### config.mk
export PLATFORM = sky130hd
export DESIGN_NAME = usbcep_top
export DESIGN_NICKNAME = d
export VERILOG_FILES = /design/src/rtl/usbcep_pkg.sv /design/src/rtl/usbcep_arbiter.sv /design/src/rtl/usbcep_flag.sv /design/src/rtl/usbcep_flagbank.sv /design/src/rtl/usbcep_top.sv
export SDC_FILE = /design/constraint.sdc
export NUM_CORES = 1
export LEC_CHECK = 0
export ABC_AREA = 1
export BUFFER_PORTS_ARGS = -buffer_cell sky130_fd_sc_hd__buf_2
export CAP_MARGIN = 20
export CORE_MARGIN = 3
export CORE_UTILIZATION = 42
export CTS_CLUSTER_DIAMETER = 200
export DETAILED_ROUTE_END_ITERATION = 12
export PLACE_DENSITY = 0.85
export SYNTH_ARGS = -nofsm -noshare
export SYNTH_HDL_FRONTEND = slang
export SYNTH_SLANG_ARGS = --single-unit
### constraint.sdc
create_clock -name clk -period 0.93 [get_ports clk]
set_input_delay 0.093 -clock clk [delete_from_list [all_inputs] [get_ports clk]]
set_output_delay 0.093 -clock clk [all_outputs]
set_load 0.02 [all_outputs]
### src/rtl/usbcep_pkg.sv
package usbcep_pkg;
  typedef enum logic [1:0] {
    TOK_NONE  = 2'd0,
    TOK_OUT   = 2'd1,
    TOK_IN    = 2'd2,
    TOK_SETUP = 2'd3
  } tok_e;

  typedef enum logic [1:0] {
    HS_ACK   = 2'd0,
    HS_NAK   = 2'd1,
    HS_STALL = 2'd2,
    HS_NONE  = 2'd3
  } hs_e;

  localparam int NFLAG      = 5;
  localparam int FL_SETUP   = 0;
  localparam int FL_OUT     = 1;
  localparam int FL_TXRDY   = 2;
  localparam int FL_NAKIN   = 3;
  localparam int FL_STALLED = 4;
  localparam int ST_STALLRQ = 5;
  localparam int STATUS_W   = 8;
  localparam logic [NFLAG-1:0] FLAG_RST = 5'b00100;

  typedef struct packed {
    logic [NFLAG-1:0] set;     // hardware set per flag
    logic             clr_stl; // SETUP cancels stall request and stalled flag
    logic             send;    // a handshake is produced
    hs_e              hs;
  } decision_t;
endpackage

### src/rtl/usbcep_arbiter.sv
module usbcep_arbiter
  import usbcep_pkg::*;
(
  input  logic             pkt_valid,
  input  logic [1:0]       pkt_token,
  input  logic             pkt_crc_ok,
  input  logic             retry_req,
  input  logic             bank_free,
  input  logic             stall_req,
  input  logic [NFLAG-1:0] flags_q,
  output decision_t        dec
);
  tok_e tok;
  logic good;

  assign tok  = tok_e'(pkt_token);
  assign good = pkt_valid && pkt_crc_ok;

  always_comb begin
    dec         = '0;
    dec.hs      = HS_NONE;
    if (good) begin
      unique case (tok)
        TOK_SETUP: begin
          dec.send          = 1'b1;
          dec.hs            = HS_ACK;
          dec.set[FL_SETUP] = 1'b1;
          dec.clr_stl       = 1'b1;
        end
        TOK_OUT, TOK_IN: begin
          dec.send = 1'b1;
          if (retry_req) begin
            dec.hs = HS_NAK;
            if (tok == TOK_IN) dec.set[FL_NAKIN] = 1'b1;
          end else if (stall_req) begin
            dec.hs              = HS_STALL;
            dec.set[FL_STALLED] = 1'b1;
          end else if (tok == TOK_OUT) begin
            if (!flags_q[FL_OUT] && bank_free) begin
              dec.hs          = HS_ACK;
              dec.set[FL_OUT] = 1'b1;
            end else begin
              dec.hs = HS_NAK;
            end
          end else begin
            if (flags_q[FL_TXRDY]) begin
              dec.hs            = HS_NAK;
              dec.set[FL_NAKIN] = 1'b1;
            end else begin
              dec.hs            = HS_ACK;
              dec.set[FL_TXRDY] = 1'b1;
            end
          end
        end
        default: dec.send = 1'b0;
      endcase
    end
  end
endmodule

### src/rtl/usbcep_flag.sv
module usbcep_flag #(
  parameter logic RST_VAL = 1'b0
) (
  input  logic clk,
  input  logic rst_n,
  input  logic set_i,
  input  logic clr_i,
  output logic q
);
  always_ff @(posedge clk) begin
    if (!rst_n)     q <= RST_VAL;
    else if (set_i) q <= 1'b1;   // a new event beats a same-cycle clear
    else if (clr_i) q <= 1'b0;
  end
endmodule

### src/rtl/usbcep_flagbank.sv
module usbcep_flagbank
  import usbcep_pkg::*;
#(
  parameter int               N       = NFLAG,
  parameter logic [N-1:0]     RST_VEC = FLAG_RST
) (
  input  logic         clk,
  input  logic         rst_n,
  input  logic [N-1:0] set_i,
  input  logic [N-1:0] clr_i,
  output logic [N-1:0] q
);
  for (genvar i = 0; i < N; i++) begin : g_flag
    usbcep_flag #(.RST_VAL(RST_VEC[i])) u_flag (
      .clk  (clk),
      .rst_n(rst_n),
      .set_i(set_i[i]),
      .clr_i(clr_i[i]),
      .q    (q[i])
    );
  end
endmodule

### src/rtl/usbcep_top.sv
module usbcep_top
  import usbcep_pkg::*;
(
  input  logic             clk,
  input  logic             rst_n,
  input  logic             pkt_valid,
  input  logic [1:0]       pkt_token,
  input  logic             pkt_crc_ok,
  input  logic             retry_req,
  input  logic             bank_free,
  input  logic [NFLAG-1:0] fw_flag_clr,
  input  logic             fw_stall_set,
  input  logic             fw_stall_clr,
  output logic             hs_valid,
  output logic [1:0]       hs_code,
  output logic [NFLAG-1:0] irq_flags,
  output logic [STATUS_W-1:0] ep_status
);
  decision_t        dec;
  logic [NFLAG-1:0] flags_q;
  logic [NFLAG-1:0] clr_vec;
  logic             stall_req_q;

  usbcep_arbiter u_arb (
    .pkt_valid (pkt_valid),
    .pkt_token (pkt_token),
    .pkt_crc_ok(pkt_crc_ok),
    .retry_req (retry_req),
    .bank_free (bank_free),
    .stall_req (stall_req_q),
    .flags_q   (flags_q),
    .dec       (dec)
  );

  // SETUP clears stalled together with firmware write-one-to-clear
  always_comb begin
    clr_vec = fw_flag_clr;
    if (dec.clr_stl) clr_vec[FL_STALLED] = 1'b1;
  end

  usbcep_flagbank #(.N(NFLAG), .RST_VEC(FLAG_RST)) u_flags (
    .clk  (clk),
    .rst_n(rst_n),
    .set_i(dec.set),
    .clr_i(clr_vec),
    .q    (flags_q)
  );

  // a SETUP cancels the stall request, even against a same-cycle firmware set
  always_ff @(posedge clk) begin
    if (!rst_n)            stall_req_q <= 1'b0;
    else if (dec.clr_stl)  stall_req_q <= 1'b0;
    else if (fw_stall_set) stall_req_q <= 1'b1;
    else if (fw_stall_clr) stall_req_q <= 1'b0;
  end

  always_ff @(posedge clk) begin
    if (!rst_n) begin
      hs_valid <= 1'b0;
      hs_code  <= HS_NONE;
    end else begin
      hs_valid <= dec.send;
      hs_code  <= dec.hs;
    end
  end

  assign irq_flags = flags_q;
  assign ep_status = {2'b00, stall_req_q, flags_q};
endmodule

Yosys cells after proc, flatten, opt, wreduce, memory -nomap -nowiden:

Cells that the tools add are included.

* register bits: 9
* bits of input ports: 15
* output and inout port bits: 16
* word-level logic and storage cells: 57

* equality and inequality tests: 3
* mux-type cells: 32
* bitwise logic cells: 1
* reductions and logical operators: 13

Operators with widths (number)
* $mux 1: 22
* $mux 2: 6
* $reduce_bool 2->1: 5
* $mux 9: 1
* $reduce_or 2->1: 3
* $eq 2x2->1 const B: 2
* $mux 4: 1
* $pmux 2 s2: 1
* $mux 3: 1
* $reduce_or 3->1: 1
* $eq 2x1->1 const B: 1
* $logic_and 1x1->1: 2
* $reduce_and 2->1: 1
* $logic_not 1->1: 1
* $not 1->1: 1

Depth between registers and ports, before layout:

* depth in word-level cells: 11
* depth in mapped cells: 8
* depth with buffers taken out: 8

Cells and area by module:

From an unflattened synthesis, not the netlist that was laid out.

* cells, all modules: 90
* area, all modules: 618.1 µm²

Modules (own cells, without submodules)
* usbcep_arbiter: times used 1, cells an instance 34, area each 201.4 µm², sequential area each 0.0 µm²
* usbcep_top: times used 1, cells an instance 26, area each 200.2 µm², sequential area each 80.1 µm²
* usbcep_flag (u_flags.g_flag[0].u_flag ...): times used 4, cells an instance 6, area each 43.8 µm², sequential area each 20.0 µm²
* usbcep_flag (u_flags.g_flag[2].u_flag): times used 1, cells an instance 6, area each 41.3 µm², sequential area each 20.0 µm²

Worst setup path after synthesis:

No wires, ideal clock.

* path kind: input to register
* start point: in pkt_token[1]
* end point: reg u_flags.g_flag[4].u_flag.q
* setup time: 0.073 ns
* arrival: 0.784 ns
* data required time: 0.857 ns
* path slack: 0.074 ns
* stages on the path: 6
* path buffers: 0
* cells stage by stage: inv_1 ha_1 inv_2 nor2_4 nand2_1 o22ai_2

* cells in the longest elaborated chain, start to end: 5
* elaborated cells on any way between the ends: 10
* those cells by class: eq/ne: 3; mux: 5; reduce/logical: 2

RTL lines
* start: declaration: line usbcep_top.sv:7 `input logic [1:0] pkt_token,`
* $eq 2x1->1 / $eq 2x2->1 (equally long branches): line usbcep_arbiter.sv:23 `unique case (tok)`
* $reduce_or 2->1 / $mux 2 (equally long branches)
* $mux 4 / $mux 9 (equally long branches): line usbcep_arbiter.sv:23, usbcep_arbiter.sv:22
* $mux 9 *: line usbcep_arbiter.sv:22 `if (good) begin`
* $mux 1 / $reduce_bool 2->1 (equally long branches)
* end signal: assignment: line usbcep_flag.sv:11 `if (!rst_n) q <= RST_VAL;`
* end signal: assignment: line usbcep_flag.sv:12 `else if (set_i) q <= 1'b1;`
* end signal: assignment: line usbcep_flag.sv:13 `else if (clr_i) q <= 1'b0;`
* end: declaration: line usbcep_flag.sv:8 `output logic q`

Every way passes the cells marked *; elsewhere a longest branch is shown, timed or not.
A chain may end at the register's enable or synchronous reset.

Worst setup path in the final report:

* start point: reg u_flags.g_flag[1].u_flag.q
* end point: out ep_status[1]

RTL lines
* start: declaration: line usbcep_flag.sv:8
* start signal: assignment: line usbcep_flag.sv:11
* start signal: assignment: line usbcep_flag.sv:12
* start signal: assignment: line usbcep_flag.sv:13
* end: declaration: line usbcep_top.sv:17 `output logic [STATUS_W-1:0] ep_status`

No word-level cell between the ends.

==> run metrics <==
setup ws final=0.03587 ns; CTS root buf=clkbuf_4; clock latency on the worst-skew pair=~0.26 ns; Pwr Density=roughly 1300 mW/mm²; port buffer count=28; post-route ant nets=0; slowest CP cell=dfxtp_1; initial antenna violation count=0; hold path startpoint=fw_stall_set; Post-Syn Area=585.6 µm²; top_reg_cell synth=dfxtp_1; GP Congestion=0.8281; RSZ-0062 raised after global routing=yes; Slew Viols, Final=0; post-synth cell types=15; Site Rows=12; Final Hold Vio Count=0; Clock Skew=~0.0005 ns; Die X-Extent=43.34 µm; Post-synth top cells=nand2_1 (17), buf_4 (13), inv_1 (12), nor2_1 (12), dfxtp_1 (9); post-synthesis area per instance=7.055 µm²; TritonCTS Sinks=9; cts repair resizes=0; fin crit share=0.9614; Die H=about 43 µm; first-pass GRT wire length=1828 µm; Post-Place Worst Slack=-0.1327 ns; Core Region=about 0.0012 mm²; CP startpoint=u_flags.g_flag[1].u_flag.q; post-synthesis register bit count=9; dominant cell type by area after synthesis=dfxtp_1; r2r setup slk=0.09 ns; RR Endpoint=u_flags.g_flag[1].u_flag.q; DRC viols=0; CP Max Fanout=4; worst-case reg-to-reg path depth=3; MaxCap Viol Count=0; CP peak stage delay=approximately 0.36 ns; crit path kind=reg2out; Synth top area share=0.3077; Max Root-Sink Buffers=2; vias in the first global route=490; I/O pins=31; CP Depth=1; largest net degree at the start of global routing=6; Worst EP required=around 0.84 ns; count leader, synth=nand2_1; sequential fraction of the synthesis area=0.3077; H-tree depth=1; Inserted Clock Buffers=3; number of synthesized flops with an enable pin=0; largest cells by area after synthesis=dfxtp_1 (31%), buf_4 (17%), nand2_1 (11%), ha_1 (11%), inv_1 (7.7%); critical path endpoint category=output pin; crit path cell chain=buf_2; First-pass DRT Iterations=4; Hold Buf Count CTS=0; hold depth=3; Starting DRT DRC Count=8; Post-DP HPWL=around 960 µm; WHS=roughly 0.079 ns; DRT Wirelength=1113 µm; Hold Crit Class=in2reg; Mapped Cells=slightly above 80; startpoint types=register; Worst R2R Start=u_flags.g_flag[1].u_flag.q; CTS tree=built; Ys Warns=0; leak pwr=around 0.4 nW; total track usage=0.1314; # Post-CTS Setup Buffers=0; grt ovf=0; Bufs and invs on worst path=1; Max IR drop VDD=0.0005930 V; die footprint=0.001878 mm²; nets@finish=126; DR vias=540; final setup fails=0; Layout Utilization=0.5760; wire length per cell=roughly 9.4 µm; P&R area growth vs syn=18.16%; outcome=finished clean; WP data arrival=approximately 0.8 ns; Antenna Cells=0; Clk pin slew, worst setup/hold paths=0.06 ns; critical path's top delay family=flip-flops; layout cells sized above 1=0.3714; Starting Density=0.4875; Via density=4.538; Fmax=1118 MHz; Hold Path End=stall_req_q; Final min period=0.8941 ns; Async S/R FF share, synth=0
[metrics by stage]
stage	power, mW	cell area (µm²)	setup TNS (ns)	std cells
after detailed placement	0.6032	664.4	-0.5682	115
final	0.8927	691.9	0	119
after CTS	0.9034	690.7	0	119
after global placement	0.5980	664.4	-0.3794	115
after floorplan	0.5543	589.3	0	84
after global routing	0.9421	691.9	-0.007424	119
[flip-flops by register name, indices dropped and copies added, names as in the netlist]
register                 count
u_flags.g_flag.u_flag.q      5
hs_valid                     1
hs_code                      2
stall_req_q                  1
[power breakdown]
part	leakage (nW)	switching [mW]	internal, mW
clock network	0.0150	0.132	0.165
registers	0.0739	0.00805	0.400
logic	0.311	0.115	0.0727
[cells by family after synthesis]
logic type | after synthesis | share of synthesized area
fa+ha+maj | 5 | 0.1068
compound gates | 4 | 0.05342
flops | 9 | 0.3077
buf+inv | 27 | 0.2564
other cells | 1 | 0.006404
simple gates | 37 | 0.2692
[cells in the final DEF, fill, tap and decap left out, types with 2 or more instances in the layout]
cell type | synthesis | final
a21oi_1 | 2 | 2
buf_2 | 0 | 28
inv_2 | 2 | 2
dfxtp_1 | 9 | 8
conb_1 | 1 | 2
clkbuf_4 | 0 | 3
nand3_1 | 5 | 5
ha_1 | 5 | 5
buf_4 | 13 | 2
nor2_1 | 12 | 12
nand2_1 | 17 | 17
inv_1 | 12 | 12
[worst max-delay path by stage]
stage,end,slack [ns]
after floorplan,u_flags.g_flag[4].u_flag.q,0.07
after global placement,u_flags.g_flag[3].u_flag.q,-0.09
after detailed placement,u_flags.g_flag[4].u_flag.q,-0.13
after CTS,ep_status[1],0.02
after global routing,irq_flags[1],-0.004
final,ep_status[1],0.04
[area by class of cell]
class                      count  area [µm²]
tap                           14       17.52
timing repair buffer          30       155.1
clock buffer                   4       26.28
sequential                     9       181.4
fill                         122       509.2
inverter                      14       52.55
multi-input combinational     48       259.0
[layer usage]
metal / global-route usage / share of wire
met5: 0 / 0
met4: 0.09036 / 0.013
met3: 0.04979 / 0.098
met2: 0.2094 / 0.47
met1: 0.1429 / 0.42
No activity file was read; power rests on OpenSTA's default activity.
